### src/rtl/exc_entry_pkg.sv
package exc_entry_pkg;
  localparam int XLEN = 32;
  typedef enum logic [1:0] {
    EK_TRAP = 2'd0,
    EK_NMI  = 2'd1,
    EK_BUSF = 2'd2,
    EK_IRQ  = 2'd3
  } exc_kind_e;
  typedef enum logic [1:0] {
    ST_IDLE  = 2'd0,
    ST_FETCH = 2'd1,
    ST_DONE  = 2'd2
  } seq_state_e;
endpackage

### src/rtl/exc_vec_select.sv
module exc_vec_select #(
  parameter int VEC_W = 8
) (
  input  logic [1:0]       kind,
  input  logic [VEC_W-1:0] trap_vec,
  input  logic [VEC_W-1:0] fault_vec,
  input  logic [VEC_W-1:0] irq_vec,
  output logic [VEC_W-1:0] vec,
  output logic             is_nmi
);
  import exc_entry_pkg::*;
  always_comb begin
    is_nmi = 1'b0;
    unique case (exc_kind_e'(kind))
      EK_TRAP: vec = trap_vec;
      EK_NMI:  begin vec = '0; is_nmi = 1'b1; end
      EK_BUSF: vec = fault_vec;
      default: vec = irq_vec;
    endcase
  end
endmodule

### src/rtl/exc_ccs_rotate.sv
module exc_ccs_rotate #(
  parameter int M_BIT = 9
) (
  input  logic [exc_entry_pkg::XLEN-1:0] ccs_in,
  input  logic                           clr_m,
  input  logic                           legacy,
  output logic [exc_entry_pkg::XLEN-1:0] ccs_out
);
  import exc_entry_pkg::*;
  localparam logic [XLEN-1:0] TOP_KEEP = 32'hC000_0000;
  localparam logic [XLEN-1:0] LOW_CLR  = 32'h0000_03FF;
  logic [XLEN-1:0] m_cleared, pushed;
  always_comb begin
    m_cleared = ccs_in;
    if (clr_m) m_cleared[M_BIT] = 1'b0;
    pushed = ((m_cleared & TOP_KEEP) | ((m_cleared << 12) >> 2)) & ~LOW_CLR;
    ccs_out = legacy ? m_cleared : pushed;
  end
endmodule

### src/rtl/exc_entry_seq.sv
module exc_entry_seq #(
  parameter int VEC_W      = 8,
  parameter int VER_W      = 8,
  parameter int LEGACY_VER = 32,
  parameter int U_BIT      = 8,
  parameter int M_BIT      = 9
) (
  input  logic             clk,
  input  logic             rst,
  input  logic             req_valid,
  input  logic [1:0]       req_kind,
  input  logic [31:0]      cur_pc,
  input  logic             cur_dslot,
  input  logic [31:0]      cur_sp,
  input  logic [31:0]      cur_ccs,
  input  logic [31:0]      vec_base,
  input  logic [31:0]      kern_sp,
  input  logic [VER_W-1:0] cpu_ver,
  input  logic [VEC_W-1:0] trap_vec,
  input  logic [VEC_W-1:0] fault_vec,
  input  logic [VEC_W-1:0] irq_vec,
  output logic             req_ready,
  output logic             mem_req,
  output logic [31:0]      mem_addr,
  input  logic             mem_ack,
  input  logic [31:0]      mem_rdata,
  output logic             done,
  output logic [31:0]      new_pc,
  output logic [31:0]      new_sp,
  output logic [31:0]      new_usp,
  output logic             usp_we,
  output logic [31:0]      new_erp,
  output logic             erp_we,
  output logic [31:0]      new_nrp,
  output logic             nrp_we,
  output logic [31:0]      new_exs,
  output logic             exs_we,
  output logic [31:0]      new_ccs,
  output logic             new_dslot,
  output logic             err_unhandled,
  output logic             err_recursive
);
  import exc_entry_pkg::*;
  localparam int IDX_W = (VEC_W < 8) ? VEC_W : 8;

  seq_state_e      state;
  logic [1:0]      kind_q;
  logic            legacy_q;
  logic [VEC_W-1:0] vec;
  logic            is_nmi;
  logic [XLEN-1:0] ccs_next;
  logic            legacy;
  logic            accept;
  logic [31:0]     exs_val;
  logic [31:0]     vec_off;

  exc_vec_select #(.VEC_W(VEC_W)) u_vsel (
    .kind(req_kind), .trap_vec(trap_vec), .fault_vec(fault_vec),
    .irq_vec(irq_vec), .vec(vec), .is_nmi(is_nmi)
  );

  exc_ccs_rotate #(.M_BIT(M_BIT)) u_rot (
    .ccs_in(cur_ccs), .clr_m(is_nmi), .legacy(legacy), .ccs_out(ccs_next)
  );

  always_comb begin
    legacy  = (int'(cpu_ver) < LEGACY_VER);
    accept  = (state == ST_IDLE) && req_valid;
    exs_val = '0;
    exs_val[8 +: IDX_W] = vec[IDX_W-1:0];
    vec_off = 32'(vec) << 2;
  end

  assign req_ready = (state == ST_IDLE);

  always_ff @(posedge clk) begin
    if (rst) begin
      state <= ST_IDLE; kind_q <= '0; legacy_q <= 1'b0;
      mem_req <= 1'b0; mem_addr <= '0; done <= 1'b0;
      new_pc <= '0; new_sp <= '0; new_usp <= '0; usp_we <= 1'b0;
      new_erp <= '0; erp_we <= 1'b0; new_nrp <= '0; nrp_we <= 1'b0;
      new_exs <= '0; exs_we <= 1'b0; new_ccs <= '0; new_dslot <= 1'b0;
      err_unhandled <= 1'b0; err_recursive <= 1'b0;
    end else begin
      done <= 1'b0;
      err_unhandled <= 1'b0;
      err_recursive <= 1'b0;
      unique case (state)
        ST_IDLE: if (accept) begin
          if (legacy && req_kind == EK_BUSF) begin
            err_unhandled <= 1'b1;
          end else begin
            state    <= ST_FETCH;
            kind_q   <= req_kind;
            legacy_q <= legacy;
            mem_req  <= 1'b1;
            mem_addr <= vec_base + vec_off;
            erp_we   <= !is_nmi;
            nrp_we   <= is_nmi;
            new_erp  <= cur_pc - {31'b0, cur_dslot & !legacy};
            new_nrp  <= cur_pc;
            new_exs  <= exs_val;
            exs_we   <= !legacy;
            new_dslot <= legacy ? cur_dslot : 1'b0;
            new_ccs  <= ccs_next;
            usp_we   <= cur_ccs[U_BIT];
            new_usp  <= cur_sp;
            new_sp   <= cur_ccs[U_BIT] ? kern_sp : cur_sp;
          end
        end
        ST_FETCH: if (mem_ack) begin
          mem_req <= 1'b0;
          new_pc  <= mem_rdata;
          done    <= 1'b1;
          state   <= ST_DONE;
        end
        default: state <= ST_IDLE;
      endcase
      if (state != ST_IDLE && req_valid && req_kind == EK_BUSF && kind_q == EK_BUSF)
        err_recursive <= 1'b1;
    end
  end

  assert_req_hold_R8: assert property (@(posedge clk) disable iff (rst)
    mem_req && !mem_ack |=> mem_req && $stable(mem_addr));
  assert_done_after_ack_R8: assert property (@(posedge clk) disable iff (rst)
    mem_req && mem_ack |=> done);
  assert_busy_not_ready_R9: assert property (@(posedge clk) disable iff (rst)
    mem_req |-> !req_ready);
  assert_ready_after_done_R9: assert property (@(posedge clk) disable iff (rst)
    done |=> req_ready);
  assert_user_cleared_R7: assert property (@(posedge clk) disable iff (rst)
    done && !legacy_q |-> new_ccs[9:0] == 10'd0);
  assert_no_read_unhandled_R10: assert property (@(posedge clk) disable iff (rst)
    err_unhandled |-> !mem_req && req_ready);
endmodule

### config.mk
export PLATFORM = sky130hd
export DESIGN_NAME = exc_entry_seq
export DESIGN_NICKNAME = d
export VERILOG_FILES = /design/src/rtl/exc_entry_pkg.sv /design/src/rtl/exc_vec_select.sv /design/src/rtl/exc_ccs_rotate.sv /design/src/rtl/exc_entry_seq.sv
export SDC_FILE = /design/constraint.sdc
export NUM_CORES = 1
export LEC_CHECK = 0
export ABC_AREA = 1
export ABC_CLOCK_PERIOD_IN_PS = 2200
export BUFFER_PORTS_ARGS = -buffer_cell sky130_fd_sc_hd__buf_4
export CAP_MARGIN = 20
export CORE_AREA = 2 2 193 195
export CTS_BUF_LIST = sky130_fd_sc_hd__clkbuf_4 sky130_fd_sc_hd__clkbuf_8 sky130_fd_sc_hd__clkbuf_16
export CTS_CLUSTER_SIZE = 24
export DETAILED_ROUTE_END_ITERATION = 6
export DIE_AREA = 0 0 195 197
export PLACE_DENSITY = 0.62
export SLEW_MARGIN = 10
export SYNTH_ARGS = -nofsm -noshare
export SYNTH_HDL_FRONTEND = slang
export SYNTH_SLANG_ARGS = --single-unit
### constraint.sdc
create_clock -name clk -period 2.2 [get_ports clk]
set_input_delay 0.11 -clock clk [delete_from_list [all_inputs] [get_ports clk]]
set_output_delay 0.11 -clock clk [all_outputs]
set_load 0.02 [all_outputs]
# --- Word-level counts from Yosys, hierarchy flattened ---
# Index checks and enable logic that the tools add are counted.
# W data, S select, Z words.
word_totals:
  wordCells: 69
  reg_bits: 245
  inputBits: 231
op_classes:
  add_sub_neg: 2
  muxes: 17
  eq_ne: 7
  magnitude_cmp: 1
  n_bitwise: 6
  n_reduce_logical: 17
ops:
  columns: ["op", "n"]
  rows:
  - ["$mux W32", 2]
  - ["$add A32 B10 Y32", 1]
  - ["$or A32 B30 Y32", 1]
  - ["$sub A32 B1 Y32", 1]
  - ["$pmux W8 S3", 1]
  - ["$mux W1", 9]
  - ["$lt A8 B6 Y1 const B", 1]
  - ["$mux W2", 3]
  - ["$reduce_and A3 Y1", 2]
  - ["$logic_and A1 B1 Y1", 5]
  - ["$eq A2 B1 Y1 const B", 2]
  - ["$eq A2 B2 Y1 const B", 2]
  - ["$logic_not A2 Y1", 2]
  - ["$ne A2 B2 Y1 const B", 2]
  - ["$not A1 Y1", 4]
  - ["$pmux W2 S2", 1]
  - ["$reduce_and A4 Y1", 1]
  - ["$reduce_bool A2 Y1", 2]
  - ["$reduce_or A3 Y1", 1]
  - ["$logic_not A1 Y1", 2]
  - ["$ne A2 B1 Y1 const B", 1]
  - ["$pmux W1 S2", 1]
  - ["$reduce_and A2 Y1", 1]
  - ["$reduce_or A2 Y1", 1]
  - ["$and A1 B1 Y1", 1]

# --- Depth between registers and ports, before layout ---
# Gate-level depths: netlist (run 1).
depth:
  depth_word: 5
  depth_mapped: 18
  depth_no_buf: 18

# --- By module ---
# Synthesis (run 1) repeated with hierarchy kept, for this count alone.
hier_totals:
  hier_cells: 1754
  hier_area_um2: 11602.4
by_module_without_submodules:
  columns: ["module", "cells_each", "seq_area_each_um2", "area_per_inst_um2", "n_inst"]
  rows:
  - ["exc_entry_seq", 1628, 4904.7, 11043.1, 1]
  - ["exc_ccs_rotate", 88, 0.0, 356.6, 1]
  - ["exc_vec_select", 38, 0.0, 202.7, 1]

# --- Worst setup path before layout (run 1) ---
# Ideal clock, no wire load.
synth_timing:
  path_kind: "in2reg"
  start: "input port req_kind[0]"
  end: "register mem_addr[10]"
  required_time_ps: 2085
  cell_stages: 13
  n_path_buf: 1
  setup_slack_ps: 19
  arrival_ps: 2065
  path_cell_list: "buf_2 > clkinv_1 > a21oi_1 > nor2_1 > ha_1 > fa_1 > nand3_1 > nand3_1 > nand2_1 > nand3_1 > xor2_1 > o21ai_0 > inv_1"
synth_via:
  word_cells_on_any_way: 8
synth_rtl:
  columns: ["item", "line", "source"]
  rows:
  - ["start, declared", "exc_entry_seq.sv:11", "input logic [1:0] req_kind,"]
  - ["$eq A2 B2 Y1 (tied with other cells)", "exc_vec_select.sv:14", "unique case (exc_kind_e'(kind))"]
  - ["$pmux W8 S3 *", "exc_vec_select.sv:14", null]
  - ["net u_vsel.vec[0]", "exc_vec_select.sv:8", "output logic [VEC_W-1:0] vec,"]
  - ["$add A32 B10 Y32 *", "exc_entry_seq.sv:97", "mem_addr <= vec_base + vec_off;"]
  - ["end signal, assigned", "exc_entry_seq.sv:97", null]
  - ["end, declared", "exc_entry_seq.sv:24", "output logic [31:0] mem_addr,"]
# The timed path passes the listed nets; every way through them passes the cells marked *.
# A chain may end at the register's enable or synchronous reset.

# --- Worst setup path after layout (run 1) ---
layout_timing:
  start: "input port req_kind[1]"
  end: "register mem_addr[20]"
# The elaborated chain is that of the path after synthesis.

==> impl.org, run 1 <==
** Outcome
- Outcome :: finished, violations left
- The checks that failed: negative hold slack.

** Global route
- First-pass GRT wire length :: between 70 and 80 mm
- Global Route Usage Sum :: 0.237
- The number of antenna violations at the first check in global routing was 0.
- Global routing finished with a remaining overflow of 0.
- Vias in the first global route :: 13237
- Largest net degree at the start of global routing :: 84

** STA
- Worst clock skew on the final layout :: approximately 0.008 ns
- Headroom to the max-slew limit came out at 0.415.
- Timing-limited maximum frequency :: approximately 480 MHz
- Setup violators final :: 0
- Share of the clock period used by the worst path :: 0.944
- Across all setup checks in the final design, the least slack found is 0.124 ns.
- The final-report max-slew violation count is 0.
- The total count of hold-check failures in the final report was 1.
- Worst-margin pin slew :: 0.877 ns
- Tightest hold margin :: -0.00480 ns
- Min Clock Period, post-route :: between 2 and 2.5 ns

** Synth
- A synthesized cell averages around 6.8 µm².
- Of all flip-flops after synthesis, the portion carrying an async set or reset was 0.
- Yosys mapped a number of flops with a built-in enable equal to 0.
- Portion of the post-synthesis area used by sequential elements :: 0.429
- Of the post-synthesis cell area, the dominant cell type holds 0.429.
- The synthesized design spends more area on one cell type than any other, namely sky130_fd_sc_hd__dfxtp_1.
- Instance count of the mapped netlist :: 1691
- Commonest cells in the synthesized netlist :: sky130_fd_sc_hd__nand2_1 (382), sky130_fd_sc_hd__nor2_1 (254), sky130_fd_sc_hd__dfxtp_1 (245)
- Summing every instance area after synthesis gives 11400 µm².
- By instance count, the leading cell after synthesis is sky130_fd_sc_hd__nand2_1.
- Yosys mapped the design onto 33 distinct sky130hd cell types.
- In the synthesized netlist the dominant register cell turns out to be sky130_fd_sc_hd__dfxtp_1.
- Synthesis inferred 245 register bits.
- Top cells by area, synth :: sky130_fd_sc_hd__dfxtp_1 (43%), sky130_fd_sc_hd__nand2_1 (13%), sky130_fd_sc_hd__nor2_1 (8.3%), sky130_fd_sc_hd__a21oi_1 (6.9%), sky130_fd_sc_hd__nand3_1 (5.9%)
- For this run, the number of Yosys warnings is 0.

** Setup path
- Critical path endpoint category :: register
- Max stage delay on crit path :: ~0.55 ns
- WP data arrival :: around 2.5 ns
- Slowest stage cell on the critical path :: sky130_fd_sc_hd__dlygate4sd3_1
- R2R Path Start :: state[1]$_SDFFE_PP0P_
- Cell with the most instances on the worst path :: sky130_fd_sc_hd__nand2_1
- For flop-to-flop paths, the worst setup slack is 0.17 ns.
- The kind of cell with the highest combined delay along the critical path is buffers and inverters.
- The critical path goes through buf_4, inv_2, dlygate4sd3_1, buf_4, nand3_1, nand3_1, ha_2, nand2_1, nand2_1, nand2_1, nand2_1, nand2_1, nand3_1, buf_4, nand2_1, nand2_1, nand3_1, nand2_1, inv_1.
- Counting both buffers and inverters, the worst setup path holds a total of 6.
- RR Endpoint :: new_sp[22]$_SDFFE_PP0P_
- CP required :: 2.65 ns
- Kind of start point of the critical path :: input pin
- Largest fanout on the critical path :: 8
- The critical path is of the in2reg type.
- For the worst flop-to-flop path, the logic depth is 8.

** Die
- 497 I/O pins were placed.
- Initial Util :: 0.316
- DIE AREA :: 38400 µm²
- Site row count :: 70
- The die is between 150 and 200 µm wide.
- Die outline height :: 197 µm
- The core region is between 30000 and 40000 µm².

** Power
- Power per cell area :: slightly above 700 nW/µm²
- Leakage power :: around 9 nW
- Max IR drop VDD :: approximately 0.00054 V

** Place
- Pre-CTS setup slack :: -0.0702 ns
- The count of buffers added on input and output ports is 467.
- Once detailed placement completed, the half-perimeter wirelength came to 34.1 mm.
- At the end of routability-driven placement, the weighted congestion stood at 0.919.

** Layout
- For this run, the post-layout net count is 2631.
- Area Growth Syn to Fin :: 66.6%
- In the final layout, the share of cells above drive strength 1 is 0.253.
- Fill count :: 3412
- Antenna fix cells :: 0
- For this run, the share of the core covered by cells in the final layout is 0.526.
- Register cell area after layout :: 4900 µm²
- Combined area of the multi-input logic cells :: 5520 µm²

** Clocking
- The cell sitting at the root of the clock tree is a sky130_fd_sc_hd__clkbuf_16.
- Number of CTS-inserted buffers :: 29
- CTS saw between 200 and 250 sinks.
- The clock passes through at most 3 buffers.
- TritonCTS built the clock tree.
- For the worst-skew pair, the clock arrives at the later sink with an insertion delay of 0.56 ns.
- Clock-pin slew was measured on the worst setup and hold paths at 0.06 ns.
- In this run the number of H-tree levels came out at 1.

** Worst hold path
- Cell depth of the worst min-delay path :: 5
- Endpoint of the worst hold path :: new_exs[9]$_SDFFE_PP0P_
- The worst hold path begins at fault_vec[1].
- Min-Delay Path Class :: in2reg

** Detailed routing
- Routed via count :: 13639
- Using the TritonRoute via totals, the vias-per-cell ratio works out to 4.74.
- Routed wire per std cell :: 16.5 µm
- Detailed-routing iteration count for the pre-antenna-repair pass :: 7
- Routed Antenna Nets :: 0
- After the first detailed-routing iteration, the DRC count stood at 727.
- After detailed routing, the number of remaining DRC violations is 0.
- Total wire length after detailed routing :: 47.5 mm

** Flow run
- Count of maximum capacitance violations :: 0
-- worst max-delay path by stage --
stage / to / depth (start not counted) / start
3_5_place_dp: mem_addr[10]$_SDFFE_PP0P_ / 13 / req_kind[0]
3_3_place_gp: mem_addr[10]$_SDFFE_PP0P_ / 14 / req_kind[0]
6_report: mem_addr[20]$_SDFFE_PP0P_ / 19 / req_kind[1]
4_1_cts: new_sp[18]$_SDFFE_PP0P_ / 8 / state[1]$_SDFFE_PP0P_
5_1_grt: mem_addr[12]$_SDFFE_PP0P_ / 16 / req_kind[1]
2_1_floorplan: mem_addr[10]$_SDFFE_PP0P_ / 13 / req_kind[0]
-- cell families after synthesis --
kind of cell / count (synthesis) / share of synthesized area
flops: 245 / 0.429
buf+inv: 281 / 0.106
compound gates: 327 / 0.149
fa+ha+maj: 11 / 0.0127
other cells: 1 / 0.000328
simple gates: 806 / 0.288
xor+xnor: 20 / 0.0153
-- metrics by stage --
stage | hold slack (ns) | TNS, ns | cells | area, µm² | power [W]
6_report | -0.00480 | 0 | 2879 | 19100 | 0.0135
5_1_grt | 0.00816 | -0.0505 | 2879 | 19100 | 0.0141
4_1_cts | 0.0000893 | 0 | 2878 | 19000 | 0.0136
3_5_place_dp | 0.374 | -0.138 | 2592 | 15600 | 0.00789
3_3_place_gp | 0.367 | -0.0576 | 2592 | 15600 | 0.00786
2_1_floorplan | 0.244 | 0 | 1714 | 11500 | 0.00654
-- final cells by class --
class | count | area share
Timing Repair Buffer | 761 | 0.335
Multi-Input combinational cell | 1188 | 0.290
Sequential cell | 245 | 0.257
Clock buffer | 39 | 0.0433
Inverter | 164 | 0.0323
Tap cell | 468 | 0.0307
Clock inverter | 14 | 0.0119
-- repair_timing --
| item | 4_1_cts | 5_1_grt |
|---|---|---|
| setup endpoints to repair | 0 | 26 |
| resized for setup | 0 | 20 |
| hold endpoints to repair | 222 | 0 |
| setup buffers | 0 | 1 |
| hold buffers | 233 | 0 |
-- state kept, by name (all words and copies together), names as in the netlist --
signal         count
done               1
new_sp            32
exs_we             1
err_recursive      1
new_ccs           32
new_usp           32
new_erp           32
err_unhandled      1
new_pc            32
nrp_we             1
mem_req            1
new_nrp           32
state              2
new_dslot          1
kind_q             2
mem_addr          32
usp_we             1
new_exs            8
erp_we             1
-- power by group --
group | total [W] | internal [W] | switching, W
Sequential | 0.00498 | 0.00479 | 0.000189
Clock | 0.00531 | 0.00332 | 0.00198
Combinational | 0.00321 | 0.00143 | 0.00178
-- cell usage in the layout (no fill, tap or decap), types with 3 or more instances in the layout --
master                          instances
sky130_fd_sc_hd__nor3_1                 6
sky130_fd_sc_hd__dfxtp_1              245
sky130_fd_sc_hd__ha_1                   7
sky130_fd_sc_hd__clkbuf_8               4
sky130_fd_sc_hd__nand3_1              130
sky130_fd_sc_hd__clkbuf_16             29
sky130_fd_sc_hd__clkbuf_4               6
sky130_fd_sc_hd__a21oi_1              156
sky130_fd_sc_hd__o22ai_1               20
sky130_fd_sc_hd__buf_12                 7
sky130_fd_sc_hd__nand2_1              379
sky130_fd_sc_hd__nand3_2                4
sky130_fd_sc_hd__conb_1                24
sky130_fd_sc_hd__xnor2_1                5
sky130_fd_sc_hd__a31oi_1               24
sky130_fd_sc_hd__bufinv_16              6
sky130_fd_sc_hd__clkinv_2               6
sky130_fd_sc_hd__or2_2                  3
sky130_fd_sc_hd__a211oi_1               4
sky130_fd_sc_hd__nor2_1               248
sky130_fd_sc_hd__inv_1                161
sky130_fd_sc_hd__o21ai_0              119
sky130_fd_sc_hd__and2_1                 5
sky130_fd_sc_hd__nor2_2                 6
sky130_fd_sc_hd__nand4_1               11
sky130_fd_sc_hd__xor2_1                15
sky130_fd_sc_hd__dlygate4sd3_1        233
sky130_fd_sc_hd__nand3b_1               5
sky130_fd_sc_hd__buf_4                520
-- routing by layer --
metal	wire length [µm]	track usage
met5	0	0
met4	2540	0.121
met3	3340	0.0493
met2	22300	0.400
met1	19300	0.285
-- tightest hold or removal path: cells and delay by family --
kind	cells	cell delay [ns]
compound gates	1	0.09
buf+inv	1	0.08
simple gates	3	0.23
Power figures use the tool's default switching activity.
==> run 2: changes to the inputs <==
- BUFFER_PORTS_ARGS: -buffer_cell sky130_fd_sc_hd__buf_4 -> unset
- CORE_AREA: 2 2 193 195 -> 2 2 192 194
- DIE_AREA: 0 0 195 197 -> 0 0 194 196
- DONT_BUFFER_PORTS: unset -> 1
- PLACE_DENSITY: 0.62 -> 0.5
==> impl.org, run 2 (synthesized netlist as in run 1, its figures left out) <==
** Outcome
- Outcome :: complete, no violations

** Layout
- Non-Filler Cell Area, Final :: 15400 µm² (-19%)
- Commonest cells after routing, fill and taps aside :: sky130_fd_sc_hd__nand2_1 (380), sky130_fd_sc_hd__nor2_1 (252), sky130_fd_sc_hd__dfxtp_1 (245), sky130_fd_sc_hd__dlygate4sd3_1 (228), sky130_fd_sc_hd__inv_1 (161)
- Number of nets in the layout :: 2144 (-19%)
- The layout filler cell count was 3706 (+8.6%).
- Leading cell type in the layout, fill and taps excluded :: sky130_fd_sc_hd__nand2_1
- Fin util :: 0.425 (-0.100)
- Area Growth Syn to Fin :: 34.1%
- Layout cells sized above 1 :: 0.0618 (-0.191)

** Setup path
- Tracing the worst setup path back leads to its startpoint at req_kind[1].
- Largest fanout on the critical path :: 11 (+3)
- WP data arrival :: 2.52 ns (about the same)
- Critical path type :: in2reg
- The depth of the most critical reg-to-reg path is 7 (-1).
- R2R Path Start :: state[1]$_SDFFE_PP0P_
- The required time of the critical path came to 2.66 ns (about the same).
- The worst setup path is launched from an input pin.
- The flop-to-flop setup slack came to 0.24 ns (+0.07 ns).
- In this run the critical register-to-register path is captured at nrp_we$_SDFFE_PP0P_.
- End point of the critical path :: mem_addr[18]$_SDFFE_PP0P_
- Critical path endpoint category :: register

** STA
- Timing-limited maximum frequency :: 487 MHz (+1.1%)
- Worst-margin pin slew :: 0.675 ns (-0.202 ns)
- Final hold violations :: 0 (-1)
- The time the worst path needs with I/O delays and setup was 2.05 ns (-0.0222 ns).
- Setup violators final :: 0 (unchanged)
- The period utilization came to 0.934 (-0.0101).
- The worst clock skew was 0.00861 ns (+0.000663 ns).
- The worst slew margin relative to its limit was 0.550 (+0.134).
- The final-report max-slew violation count came to 0 (unchanged).
- The worst hold margin came to 0.0159 ns (+0.0207 ns).
- Worst setup margin :: 0.146 ns (+0.0222 ns)

** Detailed routing
- Total wire length after detailed routing :: 45.0 mm (-5.2%)
- Detailed-routing iteration count for the pre-antenna-repair pass :: 7 (unchanged)
- The mean routed wirelength per cell was 18.8 µm (+14%).
- Number of remaining DRC errors :: 0 (unchanged)
- The total vias in the final route is 11796 (-14%).
- The residual antenna-violating net count after detailed routing came to 0 (unchanged).
- The number of design-rule violations left by the first detailed-router iteration was 693 (-4.7%).
- The ratio of routed vias to standard cells is 4.92 (+3.9%).

** Die
- DIE AREA :: 38000 µm² (-1.0%)
- The number of placement rows is 70 (unchanged).
- The core footprint came to 36100 µm² (-0.48%).
- The initial cell density of the core is 0.317 (+0.00153).
- The count of boundary I/O pins was 497 (unchanged).
- Die width :: 194 µm (-0.51%)
- Die outline height :: 196 µm (-0.51%)

** Worst hold path
- The worst hold path belongs to the class in2reg.

** Clocking
- Clk slew on worst S/H paths :: 0.06 ns (about the same)
- The deepest clock path buffer count came to 3 (unchanged).
- The number of buffers created by CTS was 29 (unchanged).
- CTS placed an instance of sky130_fd_sc_hd__clkbuf_16 at the clock tree root.
- Clock Sinks :: 245 (unchanged)
- The later-pin clock latency in the skew report is 0.56 ns (about the same).
- The H-tree depth was 1 (unchanged).
- CTS tree :: yes

** Global route
- The wire length of the first global-routing pass is 68.2 mm (-6.0%).
- The number of antenna violations at the first check in global routing is 2 (+2).
- The pin count of the biggest net entering global routing is 122 (+45%).
- Vias in the first global route :: 11462 (-13%)
- The global routing usage summed across all routing layers is 0.226 (-0.0104).
- GRT Residual Overflow :: 0 (unchanged)

** Flow run
- The number of max-cap violations came to 0 (unchanged).

** Place
- Cell area after placement :: 12000 µm² (-23%)
- Pre-CTS setup slack :: 0.0427 ns (+0.113 ns)
- The last weighted congestion value of the routability-driven placer was 0.895 (-2.7%).
- The placed wire-length estimate was 31.6 mm (-7.3%).
- Port Buffer Count :: 0 (-100%)

** Power
- Max IR drop VDD :: 0.000665 V (+23%)
- The standby leakage power was 6.64 nW (-26%).
- Final Total Pwr :: 0.0123 W (-8.6%)
- Power per cell area :: 803 nW/µm² (+14%)
==> run 2: changes by cell type in the layout (fill, tap and decap cells not counted), moves of 2 or more <==
cell / change
sky130_fd_sc_hd__buf_4: -482
sky130_fd_sc_hd__dlygate4sd3_1: -5
sky130_fd_sc_hd__diode_2: +4
sky130_fd_sc_hd__nor2_1: +4
sky130_fd_sc_hd__bufinv_16: -3
sky130_fd_sc_hd__clkbuf_8: +3
sky130_fd_sc_hd__nor2_2: -3
sky130_fd_sc_hd__clkinv_2: -2
sky130_fd_sc_hd__ha_1: +2
sky130_fd_sc_hd__inv_6: +2
sky130_fd_sc_hd__nor3_1: +2
sky130_fd_sc_hd__nor3_2: -2
==> run 2: worst min path at each step <==
stage | startpoint | endpoint | slack, ns | cells after the start
4_1_cts | vec_base[19] | mem_addr[30]$_SDFFE_PP0P_ | 0.002 | 8
5_1_grt | rst | state[1]$_SDFFE_PP0P_ | 0.04 | 2
3_3_place_gp | rst | new_pc[23]$_SDFFE_PP0P_ | 0.19 | 1
2_1_floorplan | cur_ccs[8] | new_sp[18]$_SDFFE_PP0P_ | 0.24 | 2
3_5_place_dp | rst | new_pc[23]$_SDFFE_PP0P_ | 0.19 | 1
6_report | req_kind[1] | new_ccs[19]$_SDFFE_PP0P_ | 0.02 | 4
==> run 2: worst max-delay path, cell delays in order <==
cell and delay (ns):
sky130_fd_sc_hd__inv_2 0.02, sky130_fd_sc_hd__dlygate4sd3_1 0.61, sky130_fd_sc_hd__nor2_4 0.04, sky130_fd_sc_hd__buf_4 0.16, sky130_fd_sc_hd__nand2_1 0.07, sky130_fd_sc_hd__nand3_1 0.13, sky130_fd_sc_hd__ha_1 0.40, sky130_fd_sc_hd__nand2_1 0.12
sky130_fd_sc_hd__nor2_2 0.13, sky130_fd_sc_hd__and2_1 0.17, sky130_fd_sc_hd__nand2_1 0.09, sky130_fd_sc_hd__nand2_2 0.13, sky130_fd_sc_hd__nand2_1 0.06, sky130_fd_sc_hd__nand2_1 0.06, sky130_fd_sc_hd__nand3_1 0.09, sky130_fd_sc_hd__nand2_1 0.07
sky130_fd_sc_hd__inv_1 0.03
==> run 2: routing by layer <==
layer  global-route usage  share of wire
met1                0.269           0.40
met2                0.376           0.47
met3               0.0674          0.087
met4                0.105          0.043
met5                    0              0
==> run 2: stage by stage <==
step / cells / TNS (ns)
5_1_grt: 2397 / -0.0156
6_report: 2397 / 0
4_1_cts: 2393 / 0
2_1_floorplan: 1714 / 0
3_3_place_gp: 2110 / 0
3_5_place_dp: 2110 / 0
==> run 2: timing repair <==
action / CTS / global route
hold endpoints to repair: 244 / 0
hold buffers: 229 / 0
gates resized for setup: 0 / 9
endpoints found under the setup margin: 0 / 14
setup buffers: 0 / 0
==> run 2: power by group <==
part / switching, W / internal (W)
combinational: 0.00103 / 0.000749
sequential: 0.000730 / 0.00479
clock: 0.00195 / 0.00309
total: 0.00371 / 0.00863
==> run 2: final cells by class <==
cell class                      count  area (µm²)  share of cell area
Tap cell                          468         586              0.0381
Inverter                          164         616              0.0401
Clock buffer                       42         867              0.0565
Multi-Input combinational cell   1188        5480               0.357
Antenna cell                        4        10.0            0.000652
Sequential cell                   245        4900               0.320
Timing Repair Buffer              274        2740               0.178
Clock inverter                     12         151             0.00986
